<file path="config.mk">
export PLATFORM = sky130hd
export DESIGN_NAME = mfpin_ctrl
export DESIGN_NICKNAME = d
export VERILOG_FILES = /design/src/rtl/mfpin_pkg.sv /design/src/rtl/mfpin_cfg_regs.sv /design/src/rtl/mfpin_mode_arb.sv /design/src/rtl/mfpin_drive.sv /design/src/rtl/mfpin_input.sv /design/src/rtl/mfpin_ctrl.sv
export SDC_FILE = /design/constraint.sdc
export NUM_CORES = 1
export LEC_CHECK = 0
export BUFFER_PORTS_ARGS = -buffer_cell sky130_fd_sc_hd__buf_2
export CAP_MARGIN = 10
export CORE_AREA = 2 2 39 41
export DETAILED_ROUTE_END_ITERATION = 12
export DIE_AREA = 0 0 41 43
export GPL_ROUTABILITY_DRIVEN = 0
export GPL_TIMING_DRIVEN = 0
export HOLD_SLACK_MARGIN = 0.15
export PLACE_DENSITY = 0.52
export SLEW_MARGIN = 20
export SYNTH_ARGS = -nofsm -noshare
export SYNTH_HDL_FRONTEND = slang
export SYNTH_HIERARCHICAL = 1
export SYNTH_SLANG_ARGS = --single-unit
</file>
<file path="constraint.sdc">
create_clock -name clk -period 1.01 [get_ports clk]
set_input_delay 0.0505 -clock clk [delete_from_list [all_inputs] [get_ports clk]]
set_output_delay 0.0505 -clock clk [all_outputs]
set_load 0.01 [all_outputs]
</file>
<file path="src/rtl/mfpin_pkg.sv">
package mfpin_pkg;

    typedef enum logic [1:0] {
        PM_GPIO   = 2'd0,
        PM_SEC    = 2'd1,
        PM_ANALOG = 2'd2,
        PM_RESET  = 2'd3
    } pin_mode_e;

    typedef struct packed {
        logic dat;
        logic dir;
        logic pull;
        logic odrain;
    } pin_cfg_t;

    typedef struct packed {
        logic oe;
        logic nmos_en;
        logic pmos_en;
        logic pull_en;
    } pad_drv_t;

    typedef struct packed {
        logic in_gate;
        logic ana_en;
        logic rst_lvl;
        logic ack_in;
        logic pci_in;
    } pad_rx_t;

    localparam int unsigned NUM_CFG_REGS = 4;

    // Fixed priority: reset use, then analog, then secondary inputs, then GPIO.
    function automatic pin_mode_e pick_mode(input logic rst_en, input logic ana,
                                            input logic sec);
        if (rst_en)   return PM_RESET;
        else if (ana) return PM_ANALOG;
        else if (sec) return PM_SEC;
        else          return PM_GPIO;
    endfunction

    // The input stage opens only when some consumer needs the pad level.
    function automatic logic gate_needed(input pin_mode_e mode, input logic rd_n);
        case (mode)
            PM_RESET:  return 1'b1;
            PM_SEC:    return 1'b1;
            PM_ANALOG: return 1'b0;
            default:   return ~rd_n;
        endcase
    endfunction

endpackage

</file>
<file path="src/rtl/mfpin_cfg_regs.sv">
module mfpin_cfg_regs
    import mfpin_pkg::*;
#(
    parameter int unsigned ADDR_W     = 2,
    parameter int unsigned OFS_DATA   = 0,
    parameter int unsigned OFS_DIR    = 1,
    parameter int unsigned OFS_PULL   = 2,
    parameter int unsigned OFS_ODRAIN = 3
) (
    input  logic              clk,
    input  logic              rst,
    input  logic              wr_en,
    input  logic              port_sel,
    input  logic [ADDR_W-1:0] wr_addr,
    input  logic              wr_bit,
    output pin_cfg_t          cfg
);

    localparam int unsigned OFFS [NUM_CFG_REGS] = '{OFS_DATA, OFS_DIR, OFS_PULL, OFS_ODRAIN};

    logic                    hit;
    logic [NUM_CFG_REGS-1:0] bits_q;

    assign hit = wr_en & port_sel;

    for (genvar g = 0; g < NUM_CFG_REGS; g++) begin : g_reg
        always_ff @(posedge clk) begin
            if (rst) begin
                bits_q[g] <= 1'b0;
            end else if (hit && (wr_addr == ADDR_W'(OFFS[g]))) begin
                bits_q[g] <= wr_bit;
            end
        end
    end

    always_comb begin
        cfg.dat    = bits_q[0];
        cfg.dir    = bits_q[1];
        cfg.pull   = bits_q[2];
        cfg.odrain = bits_q[3];
    end

    AST_DIR_WRITE_LANDS: assert property (@(posedge clk) disable iff (rst)
        (hit && wr_addr == ADDR_W'(OFS_DIR)) |=> (cfg.dir == $past(wr_bit)));
    AST_NO_STROBE_NO_CHANGE: assert property (@(posedge clk) disable iff (rst)
        !hit |=> $stable(cfg));

endmodule

</file>
<file path="src/rtl/mfpin_mode_arb.sv">
module mfpin_mode_arb
    import mfpin_pkg::*;
(
    input  logic      cfg_rst_en,
    input  logic      ana_sel,
    input  logic      ack_in_en,
    input  logic      pci_en,
    output pin_mode_e mode
);

    logic sec_any;

    assign sec_any = ack_in_en | pci_en;
    assign mode    = pick_mode(cfg_rst_en, ana_sel, sec_any);

endmodule

</file>
<file path="src/rtl/mfpin_drive.sv">
module mfpin_drive
    import mfpin_pkg::*;
(
    input  logic      clk,
    input  logic      rst,
    input  pin_mode_e mode,
    input  pin_cfg_t  cfg,
    input  logic      ack_out_en,
    input  logic      ack_out,
    output pad_drv_t  drv
);

    logic drive_ok;
    logic level;

    assign drive_ok = (mode == PM_GPIO) & cfg.dir;
    assign level    = ack_out_en ? ack_out : cfg.dat;

    always_comb begin
        drv.nmos_en = drive_ok & ~level;
        drv.pmos_en = drive_ok & level & ~cfg.odrain;
        drv.oe      = drv.nmos_en | drv.pmos_en;
        drv.pull_en = (mode == PM_RESET) | cfg.pull;
    end

    AST_NO_CROWBAR: assert property (@(posedge clk) disable iff (rst)
        !(drv.nmos_en && drv.pmos_en));
    AST_OD_NO_PMOS: assert property (@(posedge clk) disable iff (rst)
        cfg.odrain |-> !drv.pmos_en);
    AST_OVERRIDE_DRIVER_OFF: assert property (@(posedge clk) disable iff (rst)
        (mode != PM_GPIO) |-> (!drv.nmos_en && !drv.pmos_en && !drv.oe));
    AST_RST_PULLUP: assert property (@(posedge clk) disable iff (rst)
        (mode == PM_RESET) |-> drv.pull_en);

endmodule

</file>
<file path="src/rtl/mfpin_input.sv">
module mfpin_input
    import mfpin_pkg::*;
(
    input  logic      clk,
    input  logic      rst,
    input  pin_mode_e mode,
    input  pin_cfg_t  cfg,
    input  logic      rd_n,
    input  logic      pad_in,
    input  logic      ack_in_en,
    input  logic      pci_en,
    output pad_rx_t   rx,
    output logic      rd_data
);

    logic gate;
    logic in_val;

    assign gate   = gate_needed(mode, rd_n);
    assign in_val = gate & pad_in;

    always_comb begin
        rx.in_gate = gate;
        rx.ana_en  = (mode == PM_ANALOG);
        rx.rst_lvl = (mode == PM_RESET) & in_val;
        rx.ack_in  = (mode == PM_SEC) & ack_in_en & in_val;
        rx.pci_in  = (mode == PM_SEC) & pci_en & in_val;
    end

    assign rd_data = cfg.dir ? cfg.dat : in_val;

    AST_ANALOG_GATE_OFF: assert property (@(posedge clk) disable iff (rst)
        (mode == PM_ANALOG) |-> (!rx.in_gate && !rx.ack_in && !rx.pci_in));
    AST_SEC_GATE_ON: assert property (@(posedge clk) disable iff (rst)
        (mode == PM_SEC) |-> rx.in_gate);
    AST_GPIO_GATE_STROBE: assert property (@(posedge clk) disable iff (rst)
        (mode == PM_GPIO) |-> (rx.in_gate == !rd_n));
    AST_READ_OUT_REG: assert property (@(posedge clk) disable iff (rst)
        cfg.dir |-> (rd_data == cfg.dat));

endmodule

</file>
<file path="src/rtl/mfpin_ctrl.sv">
module mfpin_ctrl
    import mfpin_pkg::*;
#(
    parameter int unsigned ADDR_W     = 2,
    parameter int unsigned OFS_DATA   = 0,
    parameter int unsigned OFS_DIR    = 1,
    parameter int unsigned OFS_PULL   = 2,
    parameter int unsigned OFS_ODRAIN = 3
) (
    input  logic              clk,
    input  logic              rst,
    input  logic              wr_en,
    input  logic              port_sel,
    input  logic [ADDR_W-1:0] wr_addr,
    input  logic              wr_bit,
    input  logic              rd_n,
    output logic              rd_data,
    input  logic              cfg_rst_en,
    input  logic              ana_sel,
    input  logic              ack_in_en,
    input  logic              pci_en,
    input  logic              ack_out_en,
    input  logic              ack_out,
    input  logic              pad_in,
    output logic              pad_oe,
    output logic              pad_nmos_en,
    output logic              pad_pmos_en,
    output logic              pad_pu_en,
    output logic              pad_ie,
    output logic              ana_en,
    output logic              rst_lvl,
    output logic              ack_in,
    output logic              pci_in
);

    pin_cfg_t  cfg;
    pin_mode_e mode;
    pad_drv_t  drv;
    pad_rx_t   rx;

    mfpin_cfg_regs #(
        .ADDR_W    (ADDR_W),
        .OFS_DATA  (OFS_DATA),
        .OFS_DIR   (OFS_DIR),
        .OFS_PULL  (OFS_PULL),
        .OFS_ODRAIN(OFS_ODRAIN)
    ) u_regs (
        .clk     (clk),
        .rst     (rst),
        .wr_en   (wr_en),
        .port_sel(port_sel),
        .wr_addr (wr_addr),
        .wr_bit  (wr_bit),
        .cfg     (cfg)
    );

    mfpin_mode_arb u_arb (
        .cfg_rst_en(cfg_rst_en),
        .ana_sel   (ana_sel),
        .ack_in_en (ack_in_en),
        .pci_en    (pci_en),
        .mode      (mode)
    );

    mfpin_drive u_drive (
        .clk       (clk),
        .rst       (rst),
        .mode      (mode),
        .cfg       (cfg),
        .ack_out_en(ack_out_en),
        .ack_out   (ack_out),
        .drv       (drv)
    );

    mfpin_input u_input (
        .clk      (clk),
        .rst      (rst),
        .mode     (mode),
        .cfg      (cfg),
        .rd_n     (rd_n),
        .pad_in   (pad_in),
        .ack_in_en(ack_in_en),
        .pci_en   (pci_en),
        .rx       (rx),
        .rd_data  (rd_data)
    );

    assign pad_oe      = drv.oe;
    assign pad_nmos_en = drv.nmos_en;
    assign pad_pmos_en = drv.pmos_en;
    assign pad_pu_en   = drv.pull_en;
    assign pad_ie      = rx.in_gate;
    assign ana_en      = rx.ana_en;
    assign rst_lvl     = rx.rst_lvl;
    assign ack_in      = rx.ack_in;
    assign pci_in      = rx.pci_in;

    AST_ANALOG_NO_SEC_OUT: assert property (@(posedge clk) disable iff (rst)
        (ana_sel && !cfg_rst_en) |-> (!rst_lvl && !ack_in && !pci_in && ana_en));
    AST_RST_WINS: assert property (@(posedge clk) disable iff (rst)
        cfg_rst_en |-> (pad_ie && !ana_en && !pad_oe));

endmodule

</file>
==> run_results.csv <==
group,metric,value,unit
grt,grt_pass1_vias,279,
grt,met3_usage,3.141,%
place,dp_hpwl,574.7,um
die,core,1384,um^2
grt,antenna_found_initial,0,
worst_setup_path,crit_fanout,3,
pwr,vdd.ir_drop.worst,0.0003418,V
routing,routed-via-count,359,
worst_setup_path,cp-start-kind,"flop",
routing,viasPerCell,4.378,
place,place_area,470.5,um^2
routing,drc,0,
cts,cts_num_sinks,4,
die,initial_core_util,23.87,%
pwr,p_leak,0.2766,nW
timing,min_period,1.281,ns
die,rows,14,
synth,netlist_instances,35,
worst_setup_path,crit_chain,"or3b_4, nor3b_2, buf_2",
grt,grt_pass1_wl,1.055,mm
flow_run,drv_cap,0,
synth,synthTopCellsByCount,"nand2b_1, dfxtp_1, mux2i_1",
grt,grt_max_degree,8,
layout,synthToLayoutAreaGrowth,64.39,%
synth,synth_ff_type,"dfxtp_1",
cts,clk_pin_slew,0.04,ns
synth,syn_nets,50,
synth,synthDominantCellAreaShare,24.24,%
die,ioPinCount,25,
grt,grt_util_met1,10.97,%
timing,maxSlewHeadroom,81.67,%
synth,avgSynthCellArea,9.438,um^2
timing,setup_ws,-0.2707,ns
worst_setup_path,critPathLaunch,"u_regs/cfg[2]",
pwr,total_power,495.7,uW
layout,fin_cells,82,
outcome,status,"finished, violations left",
cts,clock_latency,0.23,ns
worst_setup_path,r2r_start,"u_regs/cfg[2]",
synth,yosys_warnings,6,
layout,largest_register_ff_count,4,
worst_setup_path,cp.depth,3,
worst_setup_path,path_class,"flop to output pin",
grt,gr-total-overflow,0,
layout,nNetsFinal,83,
synth,yosysMostFrequentCell,"nand2b_1",
worst_hold_path,hp-class,"primary input to flop",
routing,drt_wl_total,748,um
synth,syn-cell-area,330.3,um^2
synth,yosysTopAreaCell,"dfxtp_1",
grt,use_met2,12.50,%
worst_setup_path,cp_slowest_stage_delay,0.38,ns
worst_setup_path,path_buf_inv,1,
worst_setup_path,crit_path_end_kind,"output pin",
worst_setup_path,cpMaxStageDelayCell,"or3b_4",
worst_hold_path,hold_path_depth,3,
synth,yosys-top-cells-area,"dfxtp_1, mux2i_1, nand2b_1",
worst_setup_path,critPathRequiredTime,0.96,ns
place,portBuffers,24,
timing,finalCritPeriodShare,126.8,%
grt,grt_use_total,9.246,%
cts,cts_buffer_depth,2,
place,dp_cells,75,
routing,ant_nets,0,
timing,worst_pin_slew,0.2749,ns
worst_setup_path,crit_family,"simple AND/OR/NAND/NOR gates",
timing,finalSetupViolCount,4,
worst_setup_path,cp.arrival,1.23,ns
cts,cts_tree,"built",
die,die_w,41,um
layout,postLayoutCellArea,543.0,um^2
die,fp.dieH,43,um
die,die_area,1763,um^2
timing,drv_slew,0,
cts,htree_levels,1,
grt,busiest_layer,"met2",
synth,synth_seq_area_share,24.24,%
pwr,power.density,912.8,nW/um^2
timing,fmax,0.7808,GHz
synth,synth_edf_count,0,
synth,ys_ff_latch,4,
synth,ys_async_sr_fraction,0,%
synth,ys_types,21,
worst_hold_path,min_from,"wr_addr[0]",
layout,final_util,39.24,%
cts,root_buffer,"clkbuf_4",
layout,drive_gt1_share,60.61,%
outcome,violations,"negative setup slack",
timing,finClkSkew,0,ns
routing,drtPass1Iterations,3,
cts,cts_buffers,3,
layout,insertedDiodeCount,0,
timing,rsz0062_at_grt,"true",
routing,wire_per_inst,9.122,um
worst_setup_path,rr_worst_depth,3,
timing,hold_violations,0,
routing,initialDrtViolationCount,4,
## cells by family after synthesis
group	count (synthesis)	synth area share, %
buffers and inverters	1	2.274
flip-flops	4	24.24
AO/OA/AOI/OAI	5	14.77
multiplexers	5	15.53
AND/OR/NAND/NOR	20	43.18
## worst paths after layout
kind,endpoint,slack (ns)
worst max register to register,u_regs/cfg[2],0.33
worst min register to register,u_regs/cfg[1],0.48
worst min-delay path,u_regs/cfg[2],0.16
worst max-delay path,pad_pmos_en,-0.27
## stage by stage
| step | setup slack [ns] | setup TNS [ns] | hold WS, ns |
|---|---|---|---|
| after CTS | -0.2903 | -0.8055 | 0.1509 |
| after global routing | -0.3162 | -0.9901 | 0.1839 |
| after detailed placement | -0.2625 | -0.6973 | 0.3698 |
| after global placement | -0.2519 | -0.6967 | 0.3718 |
| after floorplan | -0.04441 | -0.07791 | 0.2304 |
| final | -0.2707 | -0.7317 | 0.1569 |
## per-layer routing
layer / up-vias / wire [um]
met4: 0 / 0
met3: 0 / 81
met2: 17 / 321
met5: - / 0
met1: 148 / 345
li1: 194 / -
## placed cells by master, fill, tap and decap left out
master         instances
nand2_1                1
and4bb_1               1
and3_1                 1
or2_1                  1
mux2i_1                4
mux2_2                 1
o21bai_4               1
o21bai_2               1
dfxtp_1                3
a22o_1                 1
dlygate4sd3_1          2
nor2_2                 1
nand4b_1               2
a21o_2                 1
buf_2                 24
nor2_1                 1
clkbuf_4               3
nand4_1                1
nor2b_2                1
or3b_4                 1
buf_4                  3
a21oi_1                1
nor3b_1                1
nand2b_1               5
nor2b_1                1
dfxtp_2                1
nor3b_2                2
## power by group
group / leakage (nW) / internal [mW] / switching, mW
Clock: 0.0138 / 0.133 / 0.0644
Sequential: 0.0329 / 0.163 / 0.00228
Combinational: 0.230 / 0.0775 / 0.0562
Total: 0.277 / 0.373 / 0.123
## cell type report
type | instances | area, um^2
Tap cell | 16 | 20.02
Timing Repair Buffer | 28 | 155.1
Fill cell | 157 | 840.8
Multi-Input combinational cell | 30 | 256.5
Buffer | 1 | 7.507
Clock buffer | 3 | 22.52
Sequential cell | 4 | 81.33
## worst min-delay path, stage by stage
cell	delay (ns)
buf_2	0.11
nand4b_1	0.10
mux2i_1	0.07
## what timing repair did
item,in CTS,in global routing
resized for setup,2,3
buffers inserted,1,1
hold buffers,2,0
endpoints found under the setup margin,6,5
pin swaps,1,2
hold endpoints to repair,4,0
Power figures use the tool's default switching activity.
